<file path="src/rtl/acc_alu_pkg.sv">
package acc_alu_pkg;
  typedef enum logic [1:0] {
    GRP_UNARY = 2'd0,
    GRP_REG   = 2'd1,
    GRP_CMP   = 2'd2,
    GRP_IMM   = 2'd3
  } grp_e;

  typedef enum logic [2:0] {
    UN_ZERO = 3'd0, UN_SHL1 = 3'd1, UN_SHR1 = 3'd2, UN_SAR1 = 3'd3,
    UN_INC  = 3'd4, UN_DEC  = 3'd5, UN_NOT  = 3'd6, UN_NEG  = 3'd7
  } unary_e;

  typedef enum logic [2:0] {
    RG_ADD = 3'd0, RG_SUB = 3'd1, RG_AND = 3'd2, RG_OR  = 3'd3,
    RG_XOR = 3'd4, RG_SHL = 3'd5, RG_SHR = 3'd6, RG_SAR = 3'd7
  } regop_e;

  localparam int IMM_W = 8;
endpackage

</file>
<file path="src/rtl/acc_alu_unary.sv">
module acc_alu_unary
  import acc_alu_pkg::*;
#(
  parameter int W = 8
) (
  input  logic [W-1:0] acc,
  input  logic [2:0]   fn,
  output logic [W-1:0] res
);
  always_comb begin
    unique case (unary_e'(fn))
      UN_ZERO: res = '0;
      UN_SHL1: res = {acc[W-2:0], 1'b0};
      UN_SHR1: res = {1'b0, acc[W-1:1]};
      UN_SAR1: res = {acc[W-1], acc[W-1:1]};
      UN_INC:  res = acc + W'(1);
      UN_DEC:  res = acc - W'(1);
      UN_NOT:  res = ~acc;
      default: res = W'(0) - acc;
    endcase
  end
endmodule

</file>
<file path="src/rtl/acc_alu_regop.sv">
module acc_alu_regop
  import acc_alu_pkg::*;
#(
  parameter int W = 8
) (
  input  logic [W-1:0] acc,
  input  logic [W-1:0] opnd,
  input  logic [2:0]   fn,
  output logic [W-1:0] res,
  output logic [W-1:0] lt
);
  localparam int SHW = (W > 1) ? $clog2(W) : 1;

  logic          over;
  logic [SHW-1:0] amt;

  assign over = ({1'b0, opnd} >= (W+1)'(W));
  assign amt  = opnd[SHW-1:0];
  assign lt   = W'(acc < opnd);

  always_comb begin
    unique case (regop_e'(fn))
      RG_ADD: res = acc + opnd;
      RG_SUB: res = acc - opnd;
      RG_AND: res = acc & opnd;
      RG_OR:  res = acc | opnd;
      RG_XOR: res = acc ^ opnd;
      RG_SHL: res = over ? '0 : (acc << amt);
      RG_SHR: res = over ? '0 : (acc >> amt);
      default: res = over ? {W{acc[W-1]}} : W'($signed(acc) >>> amt);
    endcase
  end
endmodule

</file>
<file path="src/rtl/acc_alu_immop.sv">
module acc_alu_immop
  import acc_alu_pkg::*;
#(
  parameter int W = 8
) (
  input  logic [W-1:0]     acc,
  input  logic [1:0]       fn,
  input  logic [IMM_W-1:0] imm,
  output logic [W-1:0]     res
);
  logic [W-1:0]   zimm, add7, add6, shres;
  logic [2*W-1:0] dbl;
  logic [2:0]     amt;

  assign zimm = W'(imm);
  assign add7 = acc + W'(imm[6:0]);
  assign add6 = acc + W'($signed(imm[5:0]));
  assign amt  = imm[2:0];
  assign dbl  = {acc, acc} << amt;

  always_comb begin
    unique case (imm[4:3])
      2'd0: shres = dbl[2*W-1:W];
      2'd1: shres = acc << amt;
      2'd2: shres = acc >> amt;
      default: shres = W'($signed(acc) >>> amt);
    endcase
  end

  always_comb begin
    unique case (fn)
      2'd0: res = acc & zimm;
      2'd1: res = acc | zimm;
      2'd2: res = acc ^ zimm;
      default: begin
        if (!imm[7])            res = add7;
        else if (imm[6])        res = add6;
        else if (!imm[5])       res = shres;
        else                    res = acc;
      end
    endcase
  end
endmodule

</file>
<file path="src/rtl/acc_alu.sv">
module acc_alu
  import acc_alu_pkg::*;
#(
  parameter int W = 8
) (
  input  logic             clk,
  input  logic             rst,
  input  logic             valid_i,
  input  logic [1:0]       grp_i,
  input  logic [2:0]       fn_i,
  input  logic [W-1:0]     acc_i,
  input  logic [W-1:0]     opnd_i,
  input  logic [IMM_W-1:0] imm_i,
  output logic [W-1:0]     res_o,
  output logic             res_valid_o
);
  logic [W-1:0] un_res, rg_res, lt_res, im_res, nxt;

  generate
    if (W < IMM_W) begin : g_bad_width
      initial $error("acc_alu: W must be at least the immediate width");
    end
  endgenerate

  acc_alu_unary #(.W(W)) u_unary (.acc(acc_i), .fn(fn_i), .res(un_res));
  acc_alu_regop #(.W(W)) u_regop (.acc(acc_i), .opnd(opnd_i), .fn(fn_i),
                                  .res(rg_res), .lt(lt_res));
  acc_alu_immop #(.W(W)) u_immop (.acc(acc_i), .fn(fn_i[1:0]), .imm(imm_i),
                                  .res(im_res));

  always_comb begin
    unique case (grp_e'(grp_i))
      GRP_UNARY: nxt = un_res;
      GRP_REG:   nxt = rg_res;
      GRP_CMP:   nxt = lt_res;
      default:   nxt = im_res;
    endcase
  end

  always_ff @(posedge clk) begin
    if (rst) begin
      res_o       <= '0;
      res_valid_o <= 1'b0;
    end else begin
      res_valid_o <= valid_i;
      if (valid_i) res_o <= nxt;
    end
  end

  p_reset_clear_r1: assert property (@(posedge clk)
    rst |=> (res_o == '0 && !res_valid_o));

  p_valid_follows_r2: assert property (@(posedge clk) disable iff (rst)
    valid_i |=> res_valid_o);

  p_idle_hold_r2: assert property (@(posedge clk) disable iff (rst)
    !valid_i |=> (!res_valid_o && $stable(res_o)));

  p_zero_op_r3: assert property (@(posedge clk) disable iff (rst)
    (valid_i && grp_i == GRP_UNARY && fn_i == UN_ZERO) |=> res_o == '0);

  p_cmp_bool_r6: assert property (@(posedge clk) disable iff (rst)
    (valid_i && grp_i == GRP_CMP) |=> res_o <= W'(1));

  p_cmp_equal_r6: assert property (@(posedge clk) disable iff (rst)
    (valid_i && grp_i == GRP_CMP && acc_i == opnd_i) |=> res_o == '0);

  p_unused_pass_r11: assert property (@(posedge clk) disable iff (rst)
    (valid_i && grp_i == GRP_IMM && fn_i[1:0] == 2'd3 && imm_i[7:5] == 3'b101)
      |=> res_o == $past(acc_i));
endmodule

</file>
<file path="config.mk">
export PLATFORM = sky130hd
export DESIGN_NAME = acc_alu
export DESIGN_NICKNAME = d
export VERILOG_FILES = /design/src/rtl/acc_alu_pkg.sv /design/src/rtl/acc_alu_unary.sv /design/src/rtl/acc_alu_regop.sv /design/src/rtl/acc_alu_immop.sv /design/src/rtl/acc_alu.sv
export SDC_FILE = /design/constraint.sdc
export NUM_CORES = 1
export LEC_CHECK = 0
export BUFFER_PORTS_ARGS = -buffer_cell sky130_fd_sc_hd__buf_2
export CAP_MARGIN = 40
export CORE_UTILIZATION = 55
export DETAILED_ROUTE_END_ITERATION = 10
export PLACE_DENSITY_LB_ADDON = 0.12
export SETUP_SLACK_MARGIN = 0.5
export SLEW_MARGIN = 20
export SYNTH_ARGS = -nofsm -noshare
export SYNTH_HDL_FRONTEND = slang
export SYNTH_SLANG_ARGS = --single-unit
</file>
<file path="constraint.sdc">
create_clock -name clk -period 7.29 [get_ports clk]
set_clock_uncertainty 0.1 [all_clocks]
set_input_delay 0.729 -clock clk [delete_from_list [all_inputs] [get_ports clk]]
set_output_delay 0.729 -clock clk [all_outputs]
set_load 0.01 [all_outputs]
</file>
==> summary.txt, run 1 <==
Outcome
  – Outcome: completed

Routing
  – DR pass1 iterations: 5
  – Post-Route WL: 17,000 µm
  – DRC viols: 0
  – Avg Vias per Cell: 7.15
  – Vias: 5,422
  – Drt wl/cell: roughly 22 µm
  – Drt first-iter violations: 806
  – Routed Antenna Nets: 0

Cells and area
  – Fillers: 782
  – # diodes: 0
  – Area of the multi-input gates: 0.00401 mm²
  – Final nets: 737
  – Layout cell share with drive strength beyond 1: 0.116
  – Area Overhead vs Synth: 3.37%
  – Register Area: 180 µm²

Floorplan
  – Top-Level Pins: roughly 40
  – Die area: 0.00868 mm²
  – Rows: 32
  – Chip Width: 93.2 µm
  – Core area: a little under 0.008 mm²
  – Die H: 93.2 µm
  – Starting Density: 0.580

Worst setup path
  – CP max stage cell: fa_1
  – Crit-path max FO: 18
  – Worst path bufs/invs: 2
  – Max incr delay on CP: ~420 ps
  – Critical path class: primary input to flip-flop
  – CP startpoint: acc_i[0]
  – Reg2reg path depth: 6
  – Worst EP arrival: 3500 ps
  – Crit path cell chain: buf_2 > inv_1 > ha_1 > fa_1 > o21ba_2 > nor4_1 > nor3_1 > xnor2_1 > a211oi_1 > a211o_1 > a311oi_1
  – Largest delay share family, worst path: compound AO/OA/AOI/OAI gates
  – Launching point of the worst reg2reg path: res_o[7]
  – Crit path launch type: primary input
  – Worst path depth: 11
  – Worst EP required: between 7000 and 8000 ps
  – Crit end category: flip-flop

Power and ir drop
  – Total power: 423 µW
  – Pwr Density: roughly 90 mW/mm²
  – VDD IR max: 0.0460 mV
  – Leak Pwr: 0.00193 µW

Place
  – HPWL Detailed: 12,200 µm
  – Port buffer count: 40
  – GPL Wtd Cong: just over 1

Synthesis
  – Flops & latches, synth: 9
  – Synthesized Nets: 748
  – Post-Synthesis Cells: ~670
  – Synthesized area per cell: around 6.8 µm²
  – Seq/Total Area, Yosys: 0.0394
  – Post-synth EDFFs: 0
  – Post-synth ARST share: 0
  – Mapped cell area: 0.00457 mm²
  – Yosys Warn Count: 0
  – Netlist cell types: 73
  – Synth Flop Type: dfxtp_1

Clocking
  – Clock Sinks: 9
  – Post-CTS sizing: 0
  – Clk root buf: clkbuf_8
  – Hold buffers post-CTS: 0
  – CTS clk-pin slew, worst paths: 50 ps
  – CTS H-Tree Depth: 1
  – CTS tree: yes
  – Clk Latency, worst-skew pair: 230 ps
  – Post-CTS setup buffer count: 0
  – CTS Buf Count: 3
  – Clock Path Buffers: 2

Timing
  – Fmax: 289 MHz
  – Finish-stage setup viols: 0
  – Max transition margin: 0.491
  – Min Tclk post-route: between 3000 and 4000 ps
  – RSZ-0062 raised after global routing: no
  – Fin. Hold Viols: 0
  – Worst-margin pin slew: 763 ps
  – Post-route clock period utilization: 0.475
  – Max-slew violation count: 0
  – Setup TNS: 0 ps

Global route
  – Overall Global Routing Usage: 0.391
  – GRT overflow: 0
  – Largest net degree at the start of global routing: 51
  – First-pass GRT wire length: 26,500 µm
  – Vias in the first global route: roughly 4,800
  – Initial antenna violation count: 0

Job
  – Max-cap violations: 0

Worst hold path
  – Hold_sp: res_o[5]
  – Hold Crit Depth: 1
  – Worst Hold Class: flip-flop to flip-flop
==> logic make-up (layout without fill, tap and decap cells) <==
group                    count (synthesis)  count (layout)  synth area share
AO/OA/AOI/OAI                          228             228             0.332
AND/OR/NAND/NOR                        224             224             0.241
buffers and inverters                   94              82            0.0835
adder cells (fa/ha/maj)                 48              48             0.136
multiplexers                            41              41             0.122
XOR/XNOR                                24              24            0.0460
flip-flops                               9               9            0.0394
==> layer usage <==
metal  vias up  part of all wire  GRT usage
met5         -                 0          0
met4         0             0.020     0.0949
met3        35              0.13     0.0642
met2       433              0.41      0.573
met1      2494              0.44      0.589
li1       2460                 -          -
==> synthesized netlist by cell type (all sizes together) (5+ instances only) <==
library cell | number | area share
xnor2 | 20 | 0.038
mux2 | 6 | 0.015
nand2b | 15 | 0.022
o221ai | 5 | 0.0096
ha | 45 | 0.12
o211ai | 11 | 0.018
nand2 | 53 | 0.044
a221oi | 9 | 0.017
o31ai | 5 | 0.0082
nor2b | 12 | 0.016
mux4 | 11 | 0.054
o21ai | 42 | 0.047
o311ai | 5 | 0.0096
a21o | 7 | 0.011
and2 | 5 | 0.0068
a31oi | 15 | 0.021
nor4 | 5 | 0.0068
a211oi | 12 | 0.020
o22ai | 8 | 0.011
a311oi | 5 | 0.0096
buf | 24 | 0.026
and3 | 5 | 0.0068
a21oi | 61 | 0.067
clkbuf | 34 | 0.028
nand4 | 5 | 0.0068
a221o | 5 | 0.011
nor3 | 21 | 0.025
nand3 | 17 | 0.019
mux2i | 24 | 0.053
inv | 34 | 0.028
dfxtp | 9 | 0.039
nor2 | 67 | 0.055
==> report_power, final <==
part           leakage, µW  internal (µW)  switching [µW]
Clock            0.0000228           38.1            19.4
Combinational      0.00184            114             196
Sequential       0.0000743           53.2            2.49
==> worst reg2reg max path: stages, from the launching register on <==
cell,delay [ps]
dfxtp_1,350
nor2_1,70
nor2_1,230
nand2_1,80
a2111oi_0,470
a221oi_1,150
o311ai_1,100
==> flip-flops by register name (all words and copies together), names as in the netlist <==
register	cells
res_valid_o	1
res_o	8
==> layout make-up <==
class | instances | share of cell area
Clock buffer | 4 | 0.00953
Tap cell | 102 | 0.0270
Multi-Input combinational cell | 565 | 0.849
Inverter | 36 | 0.0286
Sequential cell | 9 | 0.0381
Timing Repair Buffer | 42 | 0.0482
==> stage by stage <==
stage	utilization	hold slack, ps	cell area (µm²)	std cells	setup WS (ps)
after CTS	0.597	388	4710	757	3830
after global placement	0.591	375	4660	753	3660
final	0.599	389	4730	758	3830
after global routing	0.599	396	4730	758	3670
after floorplan	-	396	4570	668	4080
after detailed placement	0.591	378	4660	753	3610
==> worst paths after layout <==
| path | to | slack (ps) |
|---|---|---|
| max | res_o[6] | 3830 |
| min | res_o[5] | 390 |
| max reg2reg | res_o[7] | 5650 |
| min reg2reg | res_o[5] | 390 |
==> layout by cell type (no fill, tap or decap), types with 6 or more instances in the layout <==
| master | Yosys | layout |
|---|---|---|
| nor2b_1 | 12 | 12 |
| dfxtp_1 | 9 | 9 |
| xnor2_1 | 20 | 20 |
| a211oi_1 | 12 | 12 |
| a31oi_1 | 15 | 15 |
| nand2b_1 | 14 | 14 |
| o22ai_1 | 8 | 8 |
| nand2_1 | 53 | 53 |
| nor3_1 | 20 | 20 |
| mux2i_1 | 24 | 24 |
| mux2_2 | 6 | 6 |
| nor2_1 | 67 | 67 |
| nand3_1 | 17 | 17 |
| mux4_2 | 11 | 11 |
| buf_2 | 17 | 40 |
| o21ai_0 | 40 | 40 |
| inv_1 | 32 | 32 |
| a21o_1 | 7 | 7 |
| o211ai_1 | 11 | 11 |
| ha_1 | 45 | 45 |
| a221oi_1 | 9 | 9 |
| a21oi_1 | 61 | 61 |
No activity file was read; power rests on OpenSTA's default activity.
==> inputs of run 2 (changes only) <==
- clock period: 7.29 -> 3.2 ns (I/O delays scaled with it)
==> summary.txt, run 2 (synthesis gave the netlist of run 1 again) <==
Cells and area
  – Final nets: 769 (+4.3%)
  – Fillers: 761 (-2.7%)
  – Commonest non-fill, non-tap cell in the layout: nor2_1
  – Layout cell share with drive strength beyond 1: 0.163 (+0.0469)
  – Largest register FFs: 8 (unchanged)
  – Final std cells w/o fill: 790 (+4.2%)
  – Util after Layout: 0.632 (+0.0324)
  – Top reg by flops: res_o
  – Commonest cells after routing, fill and taps aside: nor2_1, a21oi_1, nand2_1
  – Largest registers: res_o x8, res_valid_o x1
  – # diodes: 0 (unchanged)
  – Area Overhead vs Synth: 8.95%

Clocking
  – Post-CTS setup buffer count: 0 (unchanged)
  – Hold buffers post-CTS: 0 (unchanged)
  – Clock Path Buffers: 2 (unchanged)
  – CTS H-Tree Depth: 1 (unchanged)
  – Clk root buf: clkbuf_8
  – CTS clk-pin slew, worst paths: 60 ps (about the same)
  – Clk Latency, worst-skew pair: 250 ps (+20 ps)
  – CTS tree: yes
  – Clock Sinks: 9 (unchanged)
  – CTS Buf Count: 3 (unchanged)

Global route
  – First-pass GRT wire length: 27,500 µm (+3.7%)
  – Vias in the first global route: 4,881 (+1.6%)
  – GRT overflow: 0 (unchanged)
  – Initial antenna violation count: 0 (unchanged)
  – Overall Global Routing Usage: 0.410 (+0.0188)
  – Largest net degree at the start of global routing: 26 (-49%)

Power and ir drop
  – Leak Pwr: 0.00209 µW (+8.0%)
  – Total power: 1020 µW (+140%)
  – VDD IR max: 0.0992 mV (+120%)
  – Pwr Density: 205 mW/mm² (+130%)

Worst setup path
  – Worst EP arrival: 2590 ps (-910 ps)
  – Crit path cell chain: buf_2 > buf_4 > ha_1 > nand2b_1 > nand4b_1 > o211ai_1 > a2111oi_0 > nand4_1 > a22o_1 > a22o_1
  – Reg-to-Reg End: res_o[7]
  – CP max stage cell: a2111oi_0
  – Crit path launch type: primary input
  – Top cell by count, worst path: a22o_1
  – Worst EP required: 3230 ps (-4100 ps)
  – Largest delay share family, worst path: compound AO/OA/AOI/OAI gates
  – Crit end category: flip-flop
  – Crit-path max FO: 23 (+5)
  – Reg2Reg Setup Slack: 1600 ps (-4050 ps)
  – Launching point of the worst reg2reg path: res_o[7]
  – Max incr delay on CP: 540 ps (+120 ps)
  – Reg2reg path depth: 6 (unchanged)
  – Critical path class: primary input to flip-flop
  – Worst path bufs/invs: 2 (unchanged)
  – CP startpoint: acc_i[4]

Timing
  – Finish-stage setup viols: 0 (unchanged)
  – Setup TNS: 0 ps (unchanged)
  – Final setup margin: 636 ps (-3190 ps)
  – Post-route clock period utilization: 0.801
  – Max transition margin: 0.510 (+0.0185)
  – Fin. Hold Viols: 0 (unchanged)
  – Min Tclk post-route: 2560 ps
  – Fmax: 390 MHz
  – Max-slew violation count: 0 (unchanged)
  – RSZ-0062 raised after global routing: yes
  – Worst-margin pin slew: 726 ps (-36.9 ps)

Place
  – GPL Wtd Cong: 1.01 (-0.48%)
  – Port buffer count: 40 (unchanged)
  – Placed insts: 786 (+4.4%)
  – Setup slack at placement: 358 ps (-3250 ps)
  – HPWL Detailed: 13,400 µm (+9.6%)

Floorplan
  – Starting Density: 0.580 (unchanged)
  – Chip Width: 93.2 µm (unchanged)
  – Rows: 32 (unchanged)
  – Top-Level Pins: 41 (unchanged)
  – Die H: 93.2 µm (unchanged)
  – Die area: 0.00868 mm² (unchanged)
  – Core area: 0.00789 mm² (unchanged)

Worst hold path
  – Worst Hold End: res_o[0]
  – Worst Hold Class: primary input to flip-flop
  – Hold_sp: grp_i[1]
  – Hold Crit Depth: 3 (+2)

Job
  – Max-cap violations: 0 (unchanged)

Routing
  – DRC viols: 0 (unchanged)
  – Vias: 5,586 (+3.0%)
  – DR pass1 iterations: 6 (+1)
  – Avg Vias per Cell: 7.07 (-1.1%)
  – Routed Antenna Nets: 0 (unchanged)
  – Drt wl/cell: 22.4 µm (-0.24%)
  – Post-Route WL: 17,700 µm (+4.0%)
  – Drt first-iter violations: 851 (+5.6%)

Outcome
  – Outcome: completed
run 2: changes by cell type in the layout (fill, tap and decap cells not counted):
cell	previous run	this run
inv_2	2	3
buf_4	1	33
nor4_2	0	1
ha_2	0	1
nor4_1	5	4
ha_1	45	44
inv_1	32	31
a221oi_2	0	1
a221oi_1	9	8
run 2: repair_timing:
action / in CTS / in global routing
setup endpoints to repair: 0 / 2
resized for setup: 0 / 3
hold endpoints to repair: 0 / 0
run 2: layout make-up:
type,count,area (µm²),area share
Inverter,36,135,0.0271
Sequential cell,9,180,0.0362
Timing Repair Buffer,74,468,0.0939
Tap cell,102,128,0.0256
Clock buffer,4,45.0,0.00904
Multi-Input combinational cell,565,4030,0.808
run 2: stage by stage:
stage          area, µm²  hold slack, ps
2_1_floorplan       4580             391
3_3_place_gp        4930             359
3_5_place_dp        4930             375
4_1_cts             4970             307
5_1_grt             4980             352
6_report            4980             321
run 2: how the worst max path moves through the flow:
| stage | end | slack [ps] | depth (start not counted) |
|---|---|---|---|
| finish | res_o[5] | 640 | 10 |
| global route | res_o[6] | 440 | 11 |
| CTS | res_o[6] | 590 | 11 |
| detailed placement | res_o[6] | 360 | 11 |
| global placement | res_o[6] | 370 | 11 |
| floorplan | res_o[5] | 510 | 10 |
run 2: routing by layer:
layer | routed length (µm) | part of all wire | up-vias | global-route usage
li1 | - | - | 2516 | -
met1 | 7470 | 0.42 | 2592 | 0.613
met2 | 7280 | 0.41 | 416 | 0.595
met3 | 2400 | 0.14 | 62 | 0.0870
met4 | 549 | 0.031 | 0 | 0.0897
met5 | 0 | 0 | - | 0
run 2: tightest hold or removal path: stages:
cell and delay, ps:
buf_2 150, nand3_1 80, a32oi_1 80
run 2: power by group:
| part | leakage, µW | switching, µW | internal, µW |
|---|---|---|---|
| Combinational | 0.00199 | 458 | 287 |
| Sequential | 0.0000743 | 6.49 | 121 |
| Clock | 0.0000228 | 59.8 | 87.8 |
| Total | 0.00209 | 524 | 496 |
